==> src/rtl/rob_lkp_pkg.sv <==
package rob_lkp_pkg;

    // How the operand of the current request is resolved.
    typedef enum logic [2:0] {
        SRC_IDLE,       // no request
        SRC_ZERO,       // hard-wired zero register
        SRC_REGFILE,    // no producer in flight
        SRC_ROB_DONE,   // producer finished, value buffered
        SRC_ROB_BYPASS, // producer broadcasting this cycle
        SRC_ROB_WAIT    // producer still executing
    } src_kind_e;

endpackage

==> src/rtl/rob_lkp_match.sv <==
// Per-slot producer detection, split into the two age regions of the ring.
module rob_lkp_match #(
    parameter int DEPTH = 32,
    parameter int REG_W = 5,
    localparam int TAG_W = $clog2(DEPTH)
) (
    input  logic [REG_W-1:0]       src_reg,
    input  logic [TAG_W-1:0]       rd_ptr,
    input  logic [TAG_W-1:0]       wr_ptr,
    input  logic [DEPTH-1:0]       ent_valid,
    input  logic [DEPTH-1:0]       ent_wr,
    input  logic [DEPTH*REG_W-1:0] ent_dest,
    output logic [DEPTH-1:0]       hit_young,
    output logic [DEPTH-1:0]       hit_old
);

    logic full;
    logic wrapped;

    // Equal pointers with an occupied head slot means every slot is live.
    assign full    = (wr_ptr == rd_ptr) && ent_valid[rd_ptr];
    assign wrapped = (wr_ptr < rd_ptr) || full;

    for (genvar i = 0; i < DEPTH; i++) begin : g_slot
        logic writes_src;
        logic in_old;
        logic in_young;

        assign writes_src = ent_valid[i] && ent_wr[i] &&
                            (ent_dest[i*REG_W +: REG_W] == src_reg);
        // Older region: from the retire pointer to the top of the array.
        assign in_old     = (TAG_W'(i) >= rd_ptr) &&
                            (wrapped || (TAG_W'(i) < wr_ptr));
        // Younger region: from slot 0 to the allocate pointer, wrapped only.
        assign in_young   = wrapped && (TAG_W'(i) < wr_ptr);

        assign hit_old[i]   = writes_src && in_old;
        assign hit_young[i] = writes_src && in_young;
    end

endmodule

==> src/rtl/rob_lkp_prio.sv <==
// Highest-index picker for one region.
module rob_lkp_prio #(
    parameter int DEPTH = 32,
    localparam int TAG_W = $clog2(DEPTH)
) (
    input  logic [DEPTH-1:0] req,
    output logic             any,
    output logic [TAG_W-1:0] idx
);

    always_comb begin
        any = 1'b0;
        idx = '0;
        for (int i = 0; i < DEPTH; i++) begin
            if (req[i]) begin
                any = 1'b1;
                idx = TAG_W'(i);
            end
        end
    end

endmodule

==> src/rtl/rob_src_lookup.sv <==
module rob_src_lookup
    import rob_lkp_pkg::*;
#(
    parameter int DEPTH = 32,
    parameter int REG_W = 5,
    parameter int XLEN  = 32,
    localparam int TAG_W = $clog2(DEPTH)
) (
    input  logic                   clk,
    input  logic                   rst_n,
    input  logic                   lookup_valid,
    input  logic [REG_W-1:0]       src_reg,
    input  logic [XLEN-1:0]        rf_data,
    input  logic [TAG_W-1:0]       rd_ptr,
    input  logic [TAG_W-1:0]       wr_ptr,
    input  logic [DEPTH-1:0]       ent_valid,
    input  logic [DEPTH-1:0]       ent_wr,
    input  logic [DEPTH-1:0]       ent_done,
    input  logic [DEPTH*REG_W-1:0] ent_dest,
    input  logic [DEPTH*XLEN-1:0]  ent_data,
    input  logic                   cdb_valid,
    input  logic [TAG_W-1:0]       cdb_tag,
    input  logic [XLEN-1:0]        cdb_data,
    output logic                   out_valid,
    output logic                   out_ready,
    output logic [TAG_W-1:0]       out_tag,
    output logic [XLEN-1:0]        out_value
);

    localparam int NREGION = 2;   // 0 = younger (wrapped part), 1 = older

    logic [NREGION-1:0][DEPTH-1:0] region_req;
    logic [NREGION-1:0]            region_any;
    logic [NREGION-1:0][TAG_W-1:0] region_idx;

    logic             hit_any;
    logic [TAG_W-1:0] sel_idx;
    src_kind_e        kind;

    logic             nxt_valid;
    logic             nxt_ready;
    logic [TAG_W-1:0] nxt_tag;
    logic [XLEN-1:0]  nxt_value;

    rob_lkp_match #(.DEPTH(DEPTH), .REG_W(REG_W)) u_match (
        .src_reg   (src_reg),
        .rd_ptr    (rd_ptr),
        .wr_ptr    (wr_ptr),
        .ent_valid (ent_valid),
        .ent_wr    (ent_wr),
        .ent_dest  (ent_dest),
        .hit_young (region_req[0]),
        .hit_old   (region_req[1])
    );

    for (genvar g = 0; g < NREGION; g++) begin : g_region
        rob_lkp_prio #(.DEPTH(DEPTH)) u_pick (
            .req (region_req[g]),
            .any (region_any[g]),
            .idx (region_idx[g])
        );
    end

    // The younger region wins whenever it holds a producer.
    assign hit_any = |region_any;
    assign sel_idx = region_any[0] ? region_idx[0] : region_idx[1];

    // Classify the request.
    always_comb begin
        if (!lookup_valid) begin
            kind = SRC_IDLE;
        end else if (src_reg == '0) begin
            kind = SRC_ZERO;
        end else if (!hit_any) begin
            kind = SRC_REGFILE;
        end else if (ent_done[sel_idx]) begin
            kind = SRC_ROB_DONE;
        end else if (cdb_valid && (cdb_tag == sel_idx)) begin
            kind = SRC_ROB_BYPASS;
        end else begin
            kind = SRC_ROB_WAIT;
        end
    end

    // Form the result for each kind.
    always_comb begin
        nxt_valid = 1'b1;
        nxt_ready = 1'b1;
        nxt_tag   = '0;
        nxt_value = '0;
        unique case (kind)
            SRC_IDLE: begin
                nxt_valid = 1'b0;
                nxt_ready = 1'b0;
            end
            SRC_ZERO: begin
            end
            SRC_REGFILE: begin
                nxt_value = rf_data;
            end
            SRC_ROB_DONE: begin
                nxt_tag   = sel_idx;
                nxt_value = ent_data[sel_idx*XLEN +: XLEN];
            end
            SRC_ROB_BYPASS: begin
                nxt_tag   = sel_idx;
                nxt_value = cdb_data;
            end
            SRC_ROB_WAIT: begin
                nxt_ready = 1'b0;
                nxt_tag   = sel_idx;
            end
            default: begin
                nxt_valid = 1'b0;
                nxt_ready = 1'b0;
            end
        endcase
    end

    always_ff @(posedge clk) begin
        if (!rst_n) begin
            out_valid <= 1'b0;
            out_ready <= 1'b0;
            out_tag   <= '0;
            out_value <= '0;
        end else begin
            out_valid <= nxt_valid;
            out_ready <= nxt_ready;
            out_tag   <= nxt_tag;
            out_value <= nxt_value;
        end
    end

endmodule

==> config.mk <==
export PLATFORM = sky130hd
export DESIGN_NAME = rob_src_lookup
export DESIGN_NICKNAME = d
export VERILOG_FILES = /design/src/rtl/rob_lkp_pkg.sv /design/src/rtl/rob_lkp_match.sv /design/src/rtl/rob_lkp_prio.sv /design/src/rtl/rob_src_lookup.sv
export SDC_FILE = /design/constraint.sdc
export NUM_CORES = 1
export LEC_CHECK = 0
export CAP_MARGIN = 30
export CORE_AREA = 4 4 550 552
export DETAILED_ROUTE_END_ITERATION = 8
export DIE_AREA = 0 0 554 556
export DONT_BUFFER_PORTS = 1
export GPL_TIMING_DRIVEN = 0
export HOLD_SLACK_MARGIN = 0.05
export SYNTH_ARGS = -nofsm -noshare
export SYNTH_HDL_FRONTEND = slang
export SYNTH_SLANG_ARGS = --single-unit
==> constraint.sdc <==
create_clock -name clk -period 9.3 [get_ports clk]
set_input_delay 0.93 -clock clk [delete_from_list [all_inputs] [get_ports clk]]
set_output_delay 0.93 -clock clk [all_outputs]
set_load 0.03 [all_outputs]
After elaboration in Yosys (flattened, before gate mapping)
Index checks and enable logic that the tools add are counted.

word-level totals
  bits of input ports = 1368
  logic and storage cells = 483
  flip-flop bits (word level) = 39
  output and inout port bits = 39

operators by class
  order comparisons = 67
  equality and inequality tests = 39
  reduce and logical (&&, ||, !) cells = 233
  shift-type cells = 1
  muxes and demuxes = 139

operators with widths
  cell                 number
  $shiftx 1024x11->32  1
  $logic_and 1x1->1    194
  $eq 5x5->1           34
  $mux 5               33
  $pmux 32 s3          1
  $ge 5x5->1 const A   16
  $lt 5x5->1 const A   16
  $mux 1               71
  $mux 4               16
  $ge 4x5->1 const A   8
  $lt 4x5->1 const A   8
  $mux 3               12
  $logic_or 1x1->1     33
  $ge 3x5->1 const A   4
  $lt 3x5->1 const A   4
  $lt 5x6->1 const B   2
  $bmux 1 s5           2
  $ge 1x5->1 const A   2
  $ge 2x5->1 const A   2
  $lt 1x5->1 const A   2
  $lt 2x5->1 const A   2
  $mux 2               4
  $eq 3x2->1 const B   2
  $eq 3x3->1 const B   2
  8 further kinds      8

Logic depth before layout (Yosys ltp)
Gate-level depths: netlist of the first run.

  depth after elaboration = 49
  mapped depth = 24
  depth with buffers taken out = 17

By module
Synthesis of the first run repeated with hierarchy kept, for this count alone.

second synthesis, totals
  cell total of the unflattened synthesis = 2157
  area, all modules = 14953.1 um2

modules (own cells, without submodules)
  module          seq. area each (um2)  cells an instance  times used  area each (um2)
  rob_src_lookup  780.7                 1576               1           10994.3
  rob_lkp_match   0.0                   457                1           3243.1
  rob_lkp_prio    0.0                   62                 2           357.8

Least setup slack after synthesis of the first run
Ideal clock, no wire load.

  path type = input to register
  start point = in rd_ptr[4]
  end point = reg out_value[12]
  path slack = 4.223 ns
  arrival = 4.955 ns
  stages = 20
  cell sequence = clkbuf_1 -> clkinv_1 -> ha_1 -> and3_1 -> o21ai_0 -> nand2_1 -> clkbuf_1 -> a21oi_2 -> a2111oi_4 -> a221oi_2 -> a211oi_4 -> buf_2 -> nor2_2 -> a2111oi_2 -> o2bb2a_4 -> and3_1 -> buf_6 -> buf_4 -> a32oi_1 -> a21oi_2

between the ends
  cells in the longest elaborated chain, start to end = 48

RTL lines
  what                                                                 RTL line               text
  start: declaration                                                   rob_src_lookup.sv:14   input logic [TAG_W-1:0] rd_ptr,
  parallel branches: the longest is 47 deep, another holds $bmux 1 s5  --
  $pmux 32 s3 *                                                        rob_src_lookup.sv:91   unique case (kind)
  end signal: assignment                                               rob_src_lookup.sv:130  out_value <= nxt_value;
  end: declaration                                                     rob_src_lookup.sv:27   output logic [XLEN-1:0] out_value

Every way passes the cells marked *. The select of a mux whose other input is x is not followed.
A chain may end at the register's enable or synchronous reset.

Final worst setup path of the first run
  start point = in rd_ptr[4]
  end point = reg out_value[30]

Same word-level chain as after synthesis.

==> flow_metrics.tcl, run 1 <==
set metrics [dict create \
    holdWs_ns 0.695 \
    portBuffers 0 \
    max_stage_delay_ns 1.02 \
    path_clk_slew_ns 0.08 \
    cts_post_setup_buffers_inserted 1 \
    critical_path.top_delay_family "buffers and inverters" \
    vias 23251 \
    finish.utilization 0.0787 \
    cts_num_sinks 39 \
    timing.final.crit_share 0.997 \
    rsz0062_at_grt "false" \
    synth_edf_count 0 \
    num_rows 200 \
    cp_common_cell "buf_4" \
    fin_total_pwr_mw 4.31 \
    start_kind "primary input" \
    fillers 35106 \
    postCtsHoldBufs 0 \
    grt_pass1_vias 21546 \
    ir_worst_vdd_uv 94.5 \
    dp_hpwl_mm 289 \
    cts_tree "done" \
    synth.distinct_cells 103 \
    wire_per_inst_microns 48.6 \
    cts_buffers 5 \
    finalWorstSetupSlack_ns 0.0266 \
    die_w_microns 554 \
    ys_async_sr_fraction 0 \
    setup_tns_ns 0 \
    critPathArrivalTime_ns 9.56 \
    worst-path-buf-inv 8 \
    setup_violations 0 \
    overflow 0 \
    outcome "finished, final reports clean" \
    pre_cts_ws_ns -0.501 \
    end_kind "flip-flop" \
    hold_viol 0 \
    syn_area_sq_um 16300 \
    drv_slew 0 \
    netlist_instances 2276 \
    routed_wl_mm 315 \
    grt_usage 0.193 \
    grt_pass1_wl_mm 357 \
    clockRootBuffer "clkbuf_16" \
    max_freq_ghz 0.108 \
    clockBufferDepth 2 \
    dieArea_sq_um 308000 \
    worstMarginPinSlew_ns 1.28 \
    critPathRequiredTime_ns 9.59 \
    gp_congestion 1.09 \
    cp_slowest_cell "nor3_1" \
    hold_class "primary input to flip-flop" \
    synth_ff_type "dfxtp_1" \
    crit_type "primary input to flip-flop" \
    layout.nets 3777 \
    via_per_inst 3.59 \
    max_slew_margin 0.148 \
    drive_above_1_share 0.154 \
    antenna_left 0 \
    grt_start_max_net_pins 20 \
    antenna_found_initial 266 \
    die_height_microns 556 \
    drc 0 \
    syn_area_per_cell_sq_um 7.15 \
    yosysSeqAreaShare 0.0480 \
    powerDensity_nw_per_um2 184 \
    critPathMaxFanout 10 \
    areaGrowthSynthToFinish_pct 43.5 \
    dr.first_iter.drc_count 2710 \
    htree_levels 2 \
    yosysWarningCount 0 \
    synth-seq-cells 39 \
    p_leak_nw 6.99 \
    start_util 0.0548 \
    drv_cap 0 \
    post-route-min-period_ns 9.27 \
    firstDrtPassIters 9 \
    postCtsResizedCells 0 \
    core-area_sq_um 297000 \
    synth_fp_nets 3649 \
    pin_count 1407 \
    path_cells "clkbuf_1, clkinv_1, ha_1, and3_1, o21ai_0, nand2_1, clkbuf_1, a31oi_1, a2111oi_0, a211o_1, o211ai_1, o211ai_2, buf_4, buf_4, buf_4, buf_4, mux2i_1, buf_4, o221ai_1, a31oi_1, nor3_1, o21ai_0, a21oi_2" \
]
==> cells in the final DEF, fill, tap and decap left out, types with 41 or more instances in the layout <==
cell type | Yosys | layout
buf_6 | 17 | 43
buf_4 | 49 | 95
o22ai_1 | 108 | 107
mux2i_1 | 467 | 460
nor3_1 | 117 | 108
xor2_1 | 103 | 103
xnor2_1 | 59 | 58
nand2_1 | 307 | 306
o21ai_0 | 103 | 103
nor2_1 | 85 | 76
buf_2 | 37 | 41
clkbuf_1 | 89 | 74
a21oi_1 | 71 | 71
diode_2 | 0 | 132
nand3_1 | 103 | 103
==> kinds of logic after synthesis <==
logic type / after synthesis / synth area share
fa+ha+maj: 6 / 0.00446
xor+xnor: 162 / 0.0872
compound gates: 606 / 0.266
flops: 39 / 0.0480
mux: 475 / 0.294
buf+inv: 222 / 0.0742
simple gates: 766 / 0.226
==> Yosys cell counts (all sizes together) (27+ instances only) <==
cell type,count,area (sq um)
nor3,118,596
dfxtp,39,781
mux2i,467,4670
nor2,87,345
xnor2,59,517
a32oi,31,272
o221ai,28,245
xor2,103,902
o22ai,110,701
nor4,32,246
a31oi,39,263
clkbuf,89,334
a21oi,104,644
nand2,308,1160
nand3,103,515
o211ai,27,213
o21ai,123,616
buf,115,806
==> report_power, final <==
part | internal (mW) | switching, mW | total, mW
Sequential | 0.176 | 0.0354 | 0.212
Clock | 0.101 | 0.111 | 0.212
Combinational | 1.02 | 2.86 | 3.88
Total | 1.30 | 3.01 | 4.31
==> per-layer routing <==
| layer | global-route usage | share of wire |
|---|---|---|
| met3 | 0.0814 | 0.10 |
| met5 | 0 | 0.0020 |
| met1 | 0.235 | 0.42 |
| met2 | 0.298 | 0.43 |
| met4 | 0.0811 | 0.049 |
==> through the flow <==
stage	cells	cell area (sq um)
3_5_place_dp	6334	22800
6_report	6476	23400
3_3_place_gp	6215	21200
4_1_cts	6342	23000
2_1_floorplan	2276	16300
5_1_grt	6414	23200
==> final cells by class <==
| class | count | area [sq um] | area share |
|---|---|---|---|
| multi-input cells | 2015 | 14500 | 0.619 |
| well taps | 3939 | 4930 | 0.211 |
| repair buffers | 122 | 1490 | 0.0640 |
| plain buffers | 203 | 1160 | 0.0496 |
| flip-flops and latches | 39 | 781 | 0.0334 |
| diodes | 132 | 330 | 0.0141 |
| clock buffers | 7 | 133 | 0.00568 |
| inverters | 18 | 67.6 | 0.00289 |
| clock inverters | 1 | 5.00 | 0.000214 |
==> worst paths after layout <==
check / start / endpoint / slack [ns] / depth (start not counted)
hold / removal: lookup_valid / out_valid$_SDFF_PN0_ / 0.70 / 2
setup / recovery: rd_ptr[4] / out_value[30]$_SDFF_PN0_ / 0.03 / 23
==> state kept, by name, summed over array words and instances, names as in the netlist <==
register / count
out_valid: 1
out_tag: 5
out_ready: 1
out_value: 32
No activity file was read; power rests on OpenSTA's default activity.
==> run 2: changes to the inputs <==
- ABC_AREA: default -> 1
- CORE_AREA: 4 4 550 552 -> 4 4 539 541
- DIE_AREA: 0 0 554 556 -> 0 0 543 545
==> flow_metrics.tcl, run 2 <==
set metrics [dict create \
    outcome "finished with violations" \
    violations "antenna rules" \
    start_util 0.0581 \
    cp_common_cell "nand3_1" \
    synth_area_leader_cell "nand3_1" \
    yosys.area.top_type_share 0.333 \
    path_clk_slew_ns 0.08 \
    yosys-top-cells-area "nand3_1 (33%), nand2_1 (30%), dfxtp_1 (4.7%)" \
    powerDensity_nw_per_um2 186 \
    drc 0 \
    m1WireLength_mm 104 \
    clockBufferDepth 2 \
    clockRootBuffer "clkbuf_16" \
    pin_count 1407 \
    gp_congestion 1.01 \
    post-route-min-period_ns 9.00 \
    synth-seq-cells 39 \
    netlist_instances 3481 \
    cts_post_setup_buffers_inserted 0 \
    synth.most_common_cell "nand2_1" \
    drv_cap 0 \
    vias 29417 \
    dr.first_iter.drc_count 4414 \
    drive_above_1_share 0.0775 \
    die_height_microns 545 \
    final_cell_mix "nand2_1 (1311), nand3_1 (1098), inv_1 (176)" \
    finish.utilization 0.0796 \
    dr_wl_met2_mm 126 \
    routed_wl_mm 287 \
    cts_tree "done" \
    holdWs_ns 0.756 \
    dp_hpwl_mm 257 \
    postCtsHoldBufs 0 \
    yosysSeqAreaShare 0.0471 \
    yosysWarningCount 0 \
    core-area_sq_um 285000 \
    syn_area_sq_um 16600 \
    setup_tns_ns 0 \
    largest_reg_flops 32 \
    synth_common_cells "nand2_1 (1312), nand3_1 (1101), inv_1 (177)" \
    via_per_inst 3.94 \
    grt_pass1_wl_mm 334 \
    areaGrowthSynthToFinish_pct 36.9 \
    cts_buffers 5 \
    grt_usage 0.181 \
    synth_fp_nets 4854 \
    hold_class "primary input to flip-flop" \
    layout.nets 4909 \
    worstHoldEndpoint "out_value[5]$_SDFF_PN0_" \
    wire_per_inst_microns 38.5 \
    synth.distinct_cells 56 \
    firstDrtPassIters 7 \
    end_kind "flip-flop" \
    reg_top3 "out_value: 32 flops, out_tag: 5 flops" \
    overflow 0 \
    min_path_cells 2 \
    worstMarginPinSlew_ns 1.22 \
    antenna_found_initial 238 \
    regMostFlops "out_value" \
    num_rows 196 \
    timing.final.crit_share 0.968 \
    grt_start_max_net_pins 14 \
    critPathMaxFanout 11 \
    fillers 34327 \
    syn_area_per_cell_sq_um 4.76 \
    start_kind "primary input" \
    critPathArrivalTime_ns 9.21 \
    crit_type "primary input to flip-flop" \
    final_common_cell "nand2_1" \
    htree_levels 2 \
    ir_worst_vdd_uv 74.7 \
    max_stage_delay_ns 0.87 \
    dieArea_sq_um 296000 \
    ys_async_sr_fraction 0 \
    drv_slew 0 \
    regArea_sq_um 781 \
    max_freq_ghz 0.111 \
    portBuffers 0 \
    p_leak_nw 8.78 \
    synth_ff_type "dfxtp_1" \
    antenna_left 1 \
    cp_slowest_cell "nand3_1" \
    hold_path_startpoint "rst_n" \
    synth_edf_count 0 \
    die_w_microns 543 \
    max_slew_margin 0.186 \
    dr_wl_met3_mm 39.0 \
    dr.max_layer_used "met5" \
    multiInputGateArea_sq_um 13800 \
    setup_violations 0 \
    critPathRequiredTime_ns 9.51 \
    hold_viol 0 \
    grt_pass1_vias 25843 \
    cts_num_sinks 39 \
]
[run 2: repair_timing]
item	in CTS	in global routing
gates resized for setup	3	12
pin swaps	0	0
setup endpoints to repair	17	10
gates cloned	0	0
[run 2: worst max-delay path by stage]
stage,startpoint,to,slack (ns),cells past startpoint
2_1_floorplan,rd_ptr[3],out_value[27]$_SDFF_PN0_,4.11,36
3_3_place_gp,src_reg[0],out_value[26]$_SDFF_PN0_,-2.57,28
3_5_place_dp,src_reg[0],out_value[4]$_SDFF_PN0_,-0.91,26
4_1_cts,src_reg[0],out_value[4]$_SDFF_PN0_,0.003,29
5_1_grt,src_reg[0],out_value[20]$_SDFF_PN0_,-0.10,40
6_report,src_reg[0],out_value[13]$_SDFF_PN0_,0.30,31
[run 2: area by class of cell]
type                            count  share of cell area
Multi-Input combinational cell   2968               0.607
Tap cell                         3762               0.208
Buffer                            282              0.0608
Sequential cell                    39              0.0344
Timing Repair Buffer               48              0.0330
Inverter                          192              0.0318
Antenna cell                      162              0.0179
Clock buffer                        5             0.00552
Clock inverter                      3             0.00193
[run 2: logic make-up after synthesis]
group	after synthesis	share of synthesized area
simple gates	2676	0.707
fa+ha+maj	5	0.00378
flops	39	0.0471
xor+xnor	29	0.0153
buf+inv	474	0.124
compound gates	258	0.103
[run 2: power by group]
group	leakage, nW	switching [mW]	internal, mW	total, mW
clock	0.0848	0.116	0.128	0.244
sequential	0.319	0.0605	0.186	0.247
combinational	8.38	2.91	0.807	3.72
[run 2: routing by layer]
| metal | track usage | up-vias |
|---|---|---|
| met5 | 0.00617 | - |
| met4 | 0.0997 | 120 |
| met3 | 0.0954 | 737 |
| met2 | 0.282 | 2834 |
| met1 | 0.196 | 13731 |
| li1 | - | 11995 |
[run 2: metrics by stage]
step	setup WS [ns]	std cells	area (sq um)	total power [mW]
4_1_cts	0.00320	7291	22100	4.22
2_1_floorplan	4.11	3481	16600	1.75
6_report	0.297	7461	22700	4.21
5_1_grt	-0.104	7408	22500	4.40
3_3_place_gp	-2.57	7243	21300	3.86
3_5_place_dp	-0.909	7283	21900	3.97
[run 2: worst max-delay path: cells and delay by family]
family,cells,cell delay (ns)
buffers and inverters,11,3.73
AOI/OAI and AO/OA,2,0.49
and+or+nand+nor,18,3.88
